<file path="src/rtl/hdlc_tx_pkg.sv">
package hdlc_tx_pkg;
  localparam int FLAG_LEN = 8;
  localparam logic [FLAG_LEN-1:0] FLAG_PAT = 8'h7E;

  typedef enum logic [1:0] {
    ST_FLAG = 2'd0,
    ST_DATA = 2'd1,
    ST_FCS  = 2'd2
  } tx_st_e;
endpackage

</file>
<file path="src/rtl/hdlc_crc16.sv">
module hdlc_crc16 #(
  parameter int               W        = 16,
  parameter logic [W-1:0]     POLY_REV = 16'h8408,
  parameter logic [W-1:0]     INIT     = 16'hFFFF
) (
  input  logic         clk,
  input  logic         rst_n,
  input  logic         init,
  input  logic         upd,
  input  logic         shift,
  input  logic         din,
  output logic [W-1:0] crc_q
);
  logic [W-1:0] crc_d;
  logic         fb;

  always_comb begin
    fb    = crc_q[0] ^ din;
    crc_d = crc_q;
    if (init) begin
      crc_d = INIT;
    end else if (upd) begin
      crc_d = (crc_q >> 1) ^ (fb ? POLY_REV : '0);
    end else if (shift) begin
      crc_d = crc_q >> 1;
    end
  end

  always_ff @(posedge clk or negedge rst_n) begin
    if (!rst_n) crc_q <= INIT;
    else        crc_q <= crc_d;
  end
endmodule

</file>
<file path="src/rtl/hdlc_zero_ins.sv">
module hdlc_zero_ins #(
  parameter int RUN_LEN = 5
) (
  input  logic clk,
  input  logic rst_n,
  input  logic bit_en,
  input  logic src_bit,
  input  logic src_body,
  output logic adv,
  output logic ins,
  output logic tx_bit
);
  localparam int CW = $clog2(RUN_LEN + 1);
  localparam logic [CW-1:0] RUN_MAX = CW'(RUN_LEN);

  logic [CW-1:0] ones_q, ones_d;
  logic          tx_d;

  always_comb begin
    ins    = (ones_q == RUN_MAX);
    adv    = bit_en && !ins;
    ones_d = ones_q;
    tx_d   = tx_bit;
    if (bit_en) begin
      if (ins) begin
        tx_d   = 1'b0;
        ones_d = '0;
      end else begin
        tx_d = src_bit;
        if (!src_body || !src_bit) ones_d = '0;
        else                       ones_d = ones_q + 1'b1;
      end
    end
  end

  always_ff @(posedge clk or negedge rst_n) begin
    if (!rst_n) begin
      ones_q <= '0;
      tx_bit <= 1'b1;
    end else begin
      ones_q <= ones_d;
      tx_bit <= tx_d;
    end
  end
endmodule

</file>
<file path="src/rtl/hdlc_frame_seq.sv">
module hdlc_frame_seq
  import hdlc_tx_pkg::*;
#(
  parameter int DATA_W = 8,
  parameter int CRC_W  = 16
) (
  input  logic              clk,
  input  logic              rst_n,
  input  logic              adv,
  input  logic [DATA_W-1:0] in_data,
  input  logic              in_valid,
  input  logic              in_last,
  input  logic              crc_lsb,
  output logic              in_ready,
  output logic              src_bit,
  output logic              src_body,
  output logic              crc_init,
  output logic              crc_upd,
  output logic              crc_shift,
  output logic              crc_din
);
  localparam int SPAN0 = (CRC_W > DATA_W) ? CRC_W : DATA_W;
  localparam int SPAN  = (SPAN0 > FLAG_LEN) ? SPAN0 : FLAG_LEN;
  localparam int IW    = $clog2(SPAN);
  localparam int FW    = $clog2(FLAG_LEN);
  localparam logic [IW-1:0] BYTE_END = IW'(DATA_W - 1);
  localparam logic [IW-1:0] FCS_END  = IW'(CRC_W - 1);
  localparam logic [IW-1:0] FLAG_END = IW'(FLAG_LEN - 1);

  tx_st_e            st_q, st_d;
  logic [IW-1:0]     idx_q, idx_d;
  logic [DATA_W-1:0] sh_q, sh_d;
  logic              last_q, last_d;
  logic              want, take;

  always_comb begin
    want     = (st_q == ST_FLAG && idx_q == FLAG_END) ||
               (st_q == ST_DATA && idx_q == BYTE_END && !last_q);
    in_ready = adv && want;
    take     = in_ready && in_valid;
    src_body = (st_q != ST_FLAG);
    case (st_q)
      ST_FLAG: src_bit = FLAG_PAT[idx_q[FW-1:0]];
      ST_DATA: src_bit = sh_q[0];
      default: src_bit = ~crc_lsb;
    endcase
    crc_init  = take && (st_q == ST_FLAG);
    crc_upd   = adv && (st_q == ST_DATA);
    crc_shift = adv && (st_q == ST_FCS);
    crc_din   = sh_q[0];
  end

  always_comb begin
    st_d   = st_q;
    idx_d  = idx_q;
    sh_d   = sh_q;
    last_d = last_q;
    if (adv) begin
      case (st_q)
        ST_FLAG: begin
          if (idx_q == FLAG_END) begin
            idx_d = '0;
            if (take) begin
              st_d   = ST_DATA;
              sh_d   = in_data;
              last_d = in_last;
            end
          end else begin
            idx_d = idx_q + 1'b1;
          end
        end
        ST_DATA: begin
          sh_d = sh_q >> 1;
          if (idx_q == BYTE_END) begin
            idx_d = '0;
            if (take) begin
              sh_d   = in_data;
              last_d = in_last;
            end else begin
              st_d = ST_FCS;
            end
          end else begin
            idx_d = idx_q + 1'b1;
          end
        end
        ST_FCS: begin
          if (idx_q == FCS_END) begin
            idx_d = '0;
            st_d  = ST_FLAG;
          end else begin
            idx_d = idx_q + 1'b1;
          end
        end
        default: begin
          st_d  = ST_FLAG;
          idx_d = '0;
        end
      endcase
    end
  end

  always_ff @(posedge clk or negedge rst_n) begin
    if (!rst_n) begin
      st_q   <= ST_FLAG;
      idx_q  <= '0;
      sh_q   <= '0;
      last_q <= 1'b0;
    end else begin
      st_q   <= st_d;
      idx_q  <= idx_d;
      sh_q   <= sh_d;
      last_q <= last_d;
    end
  end
endmodule

</file>
<file path="src/rtl/hdlc_stuff_tx.sv">
module hdlc_stuff_tx #(
  parameter int                DATA_W       = 8,
  parameter int                RUN_LEN      = 5,
  parameter int                CRC_W        = 16,
  parameter logic [CRC_W-1:0]  CRC_POLY_REV = 16'h8408,
  parameter logic [CRC_W-1:0]  CRC_INIT     = 16'hFFFF
) (
  input  logic              clk,
  input  logic              rst_n,
  input  logic              bit_en,
  input  logic [DATA_W-1:0] in_data,
  input  logic              in_valid,
  input  logic              in_last,
  output logic              in_ready,
  output logic              tx_bit
);
  logic             adv, ins_w, src_bit, src_body;
  logic             crc_init, crc_upd, crc_shift, crc_din;
  logic [CRC_W-1:0] crc_q;

  hdlc_frame_seq #(.DATA_W(DATA_W), .CRC_W(CRC_W)) u_seq (
    .clk(clk), .rst_n(rst_n), .adv(adv),
    .in_data(in_data), .in_valid(in_valid), .in_last(in_last),
    .crc_lsb(crc_q[0]), .in_ready(in_ready),
    .src_bit(src_bit), .src_body(src_body),
    .crc_init(crc_init), .crc_upd(crc_upd), .crc_shift(crc_shift),
    .crc_din(crc_din)
  );

  hdlc_crc16 #(.W(CRC_W), .POLY_REV(CRC_POLY_REV), .INIT(CRC_INIT)) u_crc (
    .clk(clk), .rst_n(rst_n), .init(crc_init), .upd(crc_upd),
    .shift(crc_shift), .din(crc_din), .crc_q(crc_q)
  );

  hdlc_zero_ins #(.RUN_LEN(RUN_LEN)) u_stuff (
    .clk(clk), .rst_n(rst_n), .bit_en(bit_en),
    .src_bit(src_bit), .src_body(src_body),
    .adv(adv), .ins(ins_w), .tx_bit(tx_bit)
  );
endmodule

</file>
<file path="config.mk">
export PLATFORM = sky130hd
export DESIGN_NAME = hdlc_stuff_tx
export DESIGN_NICKNAME = d
export VERILOG_FILES = /design/src/rtl/hdlc_tx_pkg.sv /design/src/rtl/hdlc_crc16.sv /design/src/rtl/hdlc_zero_ins.sv /design/src/rtl/hdlc_frame_seq.sv /design/src/rtl/hdlc_stuff_tx.sv
export SDC_FILE = /design/constraint.sdc
export NUM_CORES = 1
export LEC_CHECK = 0
export BUFFER_PORTS_ARGS = -buffer_cell sky130_fd_sc_hd__clkbuf_2
export CAP_MARGIN = 20
export CORE_UTILIZATION = 53
export DETAILED_ROUTE_END_ITERATION = 6
export GPL_TIMING_DRIVEN = 1
export PLACE_DENSITY = 0.73
export SLEW_MARGIN = 10
export SYNTH_ARGS = -nofsm -noshare
export SYNTH_HDL_FRONTEND = slang
export SYNTH_HIERARCHICAL = 1
export SYNTH_SLANG_ARGS = --single-unit
</file>
<file path="constraint.sdc">
create_clock -name clk -period 2.1 [get_ports clk]
set_input_delay 0.21 -clock clk [delete_from_list [all_inputs] [get_ports clk]]
set_output_delay 0.21 -clock clk [all_outputs]
set_load 0.005 [all_outputs]
</file>
-- Word-level counts from Yosys, hierarchy flattened
Memory sizes are Yosys's and may differ from the RTL's.
Cells that the tools add are included.
Widths: inputs -> output; s select.
- memory bits (read-only): 8
- logic and storage cells: 70
- bits in registers: 35
- memories kept: 1
- output and inout bits: 2
- reduce and logical (&&, ||, !) cells: 23
- order comparisons: 1
- multiplexer cells: 23
- bitwise gates (word level): 3
- equality and inequality tests: 10
- add/subtract/negate cells: 2
- memory list (name ; words ; width ; read ports ; clocked after Yosys merged registers in ; wr ports ; line ; source):
    (name not given) ; 8 ; 1 ; 1 ; 0 ; 0 ; hdlc_frame_seq.sv:43 ; ST_FLAG: src_bit = FLAG_PAT[idx_q[FW-1:0]];
- operators with widths (kind ; count):
    $mux 16 ; 4
    $mux 8 ; 4
    $pmux 8 s2 ; 1
    $xor 15x16->16 ; 1
    $mux 2 ; 5
    $logic_and 1x1->1 ; 9
    $mux 4 ; 2
    $ne 2x2->1 const B ; 4
    $pmux 4 s2 ; 1
    $reduce_and 4->1 ; 2
    $mux 3 ; 2
    $pmux 2 s3 ; 1
    $reduce_and 6->1 ; 1
    $add 4x1->4 const B ; 1
    $eq 4x3->1 const B ; 1
    $eq 4x4->1 const B ; 1
    $logic_not 1->1 ; 4
    $lt 3x4->1 const B ; 1
    $reduce_bool 2->1 ; 2
    $add 3x1->3 const B ; 1
    $eq 3x3->1 const B ; 1
    $reduce_bool 3->1 ; 1
    $eq 2x1->1 const B ; 1
    $eq 2x2->1 const B ; 1
    8 further kinds ; 10

-- Longest topological paths before layout
- depth in word-level cells: 9
- gate-level depth with buffers: 11

-- Modules after synthesis
Netlist, hierarchy kept.
- modules (own cells, without submodules) (module ; times used ; cells each ; area an instance (µm²)):
    hdlc_frame_seq ; 1 ; 95 ; 883.3
    hdlc_crc16 ; 1 ; 77 ; 834.6
    hdlc_zero_ins ; 1 ; 24 ; 222.7

-- Worst setup path before layout
No wires, ideal clock.
- path kind: register -> register
- start point: register u_stuff.ones_q[0]
- end point: register u_crc.crc_q[0]
- setup time: 0.068 ns
- arrival: 2.090 ns
- required time: 2.032 ns
- cell stages (with the launch flop): 10
- slack: -0.058 ns
- path buffers: 3
- period minus slack after synthesis: 2.158 ns
- path through: dfrtp_1 ha_1 a21oi_2 clkbuf_1 nand2_1 nor2_1 buf_2 clkbuf_1 nor2_1 a21oi_2
- cells in the longest elaborated chain, start to end: 7
- RTL lines (what ; line ; source):
    from (decl) ; hdlc_zero_ins.sv:16 ; logic [CW-1:0] ones_q, ones_d;
    from (signal assigned) ; hdlc_zero_ins.sv:41 ; ones_q <= ones_d;
    $eq 3x3->1 * ; hdlc_zero_ins.sv:20 ; ins = (ones_q == RUN_MAX);
    $logic_not 1->1 * ; hdlc_zero_ins.sv:21 ; adv = bit_en && !ins;
    $logic_and 1x1->1 * ; hdlc_zero_ins.sv:21 ;
    net adv ; hdlc_stuff_tx.sv:17 ; logic adv, ins_w, src_bit, src_body;
    $logic_and 1x1->1 * ; hdlc_frame_seq.sv:39 ; in_ready = adv && want;
    $logic_and 1x1->1 * ; hdlc_frame_seq.sv:40 ; take = in_ready && in_valid;
    $logic_and 1x1->1 * ; hdlc_frame_seq.sv:47 ; crc_init = take && (st_q == ST_FLAG);
    net crc_init ; hdlc_stuff_tx.sv:18 ; logic crc_init, crc_upd, crc_shift, crc_din;
    $reduce_bool 3->1 (no source line) or $mux 16 (tied branches) ; -- ;
    to (signal assigned) ; hdlc_crc16.sv:31 ; else crc_q <= crc_d;
    to (decl) ; hdlc_crc16.sv:12 ; output logic [W-1:0] crc_q
Mark *: on every way through the listed nets, which the timed path passes. The rest lies on a longest branch.
A chain may end at the register's enable or synchronous reset.

-- Worst setup path after layout
- start point: register u_seq.idx_q[0]
- end point: register u_crc.crc_q[9]
- cells in the longest elaborated chain, start to end: 8
- RTL lines (what ; line ; source):
    from (decl) ; hdlc_frame_seq.sv:31 ; logic [IW-1:0] idx_q, idx_d;
    from (signal assigned) ; hdlc_frame_seq.sv:110 ; idx_q <= idx_d;
    $eq 4x3->1 * ; hdlc_frame_seq.sv:37, hdlc_frame_seq.sv:38 ;
    $logic_and 1x1->1 (2 in series) ; hdlc_frame_seq.sv:38 ; (st_q == ST_DATA && idx_q == BYTE_END && !last_q);
    $logic_or 1x1->1 * ; hdlc_frame_seq.sv:37 ; want = (st_q == ST_FLAG && idx_q == FLAG_END) ||
    $logic_and 1x1->1 * ; hdlc_frame_seq.sv:39 ;
    $logic_and 1x1->1 * ; hdlc_frame_seq.sv:40 ;
    $logic_and 1x1->1 * ; hdlc_frame_seq.sv:47 ;
    net crc_init ; hdlc_stuff_tx.sv:18 ;
    $reduce_bool 3->1 (no source line) or $mux 16 (tied branches) ; -- ;
Marks and branches as above.

==> results.cfg <==
[floorplanning]
die_area_mm2 = 0.003900
placementRows = 21
dieHeight_um = 62.45
core_area_mm2 = 0.003416
die_w_um = 62.45
ios = 15
start_util_pct = 56.70

[timing]
timing.final.crit_share_pct = 94.46
worst_pin_slew_ps = 842.4
finClkSkew_ps = 10.07
fin_ws_ps = 116.3
min_period_ps = 1984
setup_viol = 0
fmax_ghz = 0.5041
hold_viol_final = 0
finalMaxSlewViolations = 0
slew_headroom_pct = 43.84

[route]
remaining_drc_errors = 0
routed-via-count = 1465
first_pass_iters = 4
first_iter_violations = 62
wirelength_um = 3541
vias_per_cell = 5.549
post_drt_wl_per_cell_um = 13.41
ant_nets = 0

[logic_synthesis]
syn_area_mm2 = 0.001937
synth_warnings = 6
syn_nets = 212
syn_inst = 195
syn_avg_cell_area_um2 = 9.933

[cells_and_area]
area.growth.synth_to_final_pct = 12.27
antenna_cells = 0
nNetsFinal = 234
drive_gt1_share_pct = 38.07
fill_cells = 296

[worst_hold_path]
min-delay-start = in_data[7]
min_path_cells = 2
min_path_type = in -> reg
hold_path_end = u_seq/sh_q[7]

[placement]
hpwlAfterDp_um = 2566
port_buffers = 14
pre_cts_slack_ps = 85.61
place_congestion = 0.8093

[run]
cap_violations = 0

[clock_tree]
cts_tree = yes
cts_buffers = 5
htree_levels = 2
ctsRootBufferMaster = clkbuf_4
cts.path.max_buffers = 2
insertion_delay_ps = 340
path_clk_slew_ps = 110
clkSinkCount = 35

[global_route]
grt_first_pass_wirelength_um = 6368
first_global_vias = 1394
antenna_found_initial = 0
grt_usage_pct = 20.80
grt_max_degree = 36
grt_overflow = 0

[worst_setup_path]
cp.arrival_ps = 2250
critPathSlowestCell = dfrtp_1
worst_r2r_path_depth = 8
critPathBufInv = 1
cp_top_family = simple AND/OR/NAND/NOR gates
reg2reg_from = u_seq/idx_q[0]
startpoint = u_seq/idx_q[0]
cp_cell_sequence = ha_1, and4b_4, nand2_1, nor2_2, or3_1, buf_12, nor2_1, a21oi_2
r2r_end = u_crc/crc_q[9]
crit_type = reg -> reg
cp_max_fo = 26
critPathLaunchType = flip-flop
cp-end-kind = flip-flop
slowest_delay_ps = 420
required_ps = 2370
r2r_setup_slack_ps = 120

[pwr]
power.density_mw_per_mm2 = 1417
peakVddDrop_v = 0.0007363
power_mw = 3.081
power.leakage_nw = 0.9589

[outcome]
outcome = finished, final reports clean
power breakdown:
group | internal (mW) | switching (mW)
clock | 0.205 | 0.227
combinational | 0.612 | 0.742
sequential | 1.06 | 0.233
layout make-up:
| type | instances | area (um^2) | share of cell area (%) |
|---|---|---|---|
| Timing Repair Buffer | 25 | 167.7 | 7.710 |
| Sequential cell | 35 | 897.1 | 41.25 |
| Inverter | 9 | 33.78 | 1.554 |
| Tap cell | 46 | 57.56 | 2.647 |
| Multi-Input combinational cell | 141 | 948.4 | 43.61 |
| Clock buffer | 8 | 70.07 | 3.222 |
through the flow:
stage	instance area [um^2]	hold slack [ps]	std cells	setup TNS (ps)	util, %
CTS	2156	76.54	264	0	63.11
global route	2175	64.24	264	-0.5416	63.66
global placement	2069	339.4	255	0	60.59
finish	2175	80.80	264	0	63.66
detailed placement	2069	354.3	255	0	60.59
floorplan	1938	-85.59	195	0	-
worst max-delay path by stage:
stage	to	slack [ps]	depth (start not counted)
CTS	u_crc/crc_q[10]	50	8
finish	u_crc/crc_q[9]	120	8
global placement	u_crc/crc_q[9]	170	8
floorplan	u_crc/crc_q[0]	50	9
detailed placement	u_crc/crc_q[10]	90	8
global route	u_crc/crc_q[9]	-0.5	8
cells in the final DEF, fill, tap and decap left out, types with 7 or more instances in the layout:
master	n
a21oi_2	14
buf_4	9
clkbuf_2	14
dfrtp_1	18
dfstp_2	17
inv_1	8
mux2i_1	7
nand2_1	14
nor2_1	23
nor2_2	7
o21ai_0	12
state kept, by name, indices dropped and copies added (netlist names):
| name | count |
|---|---|
| u_crc/crc_q | 16 |
| u_seq/idx_q | 4 |
| u_seq/last_q | 1 |
| u_seq/sh_q | 8 |
| u_seq/st_q | 2 |
| u_stuff/ones_q | 3 |
| u_stuff/tx_bit | 1 |
worst register-to-register path: cells and delay by family (launching register included):
family | cells | cell delay (ps)
flip-flops | 1 | 420
adder cells (fa/ha/maj) | 1 | 270
buffers and inverters | 1 | 190
AO/OA/AOI/OAI | 1 | 50
AND/OR/NAND/NOR | 5 | 990
metal layers:
layer	global-route usage, %	routed length (um)	up-vias
met3	5.839	150	8
met1	27.34	1569	691
met4	7.267	73	0
met2	32.88	1747	40
li1	-	-	726
met5	0	0	-
timing repair:
action	in CTS	in global routing
endpoints found under the hold margin	18	0
buffers inserted	0	0
resized for setup	2	4
hold buffers	1	0
setup endpoints to repair	1	17
Note: power is estimated with default switching activity, not from simulation.
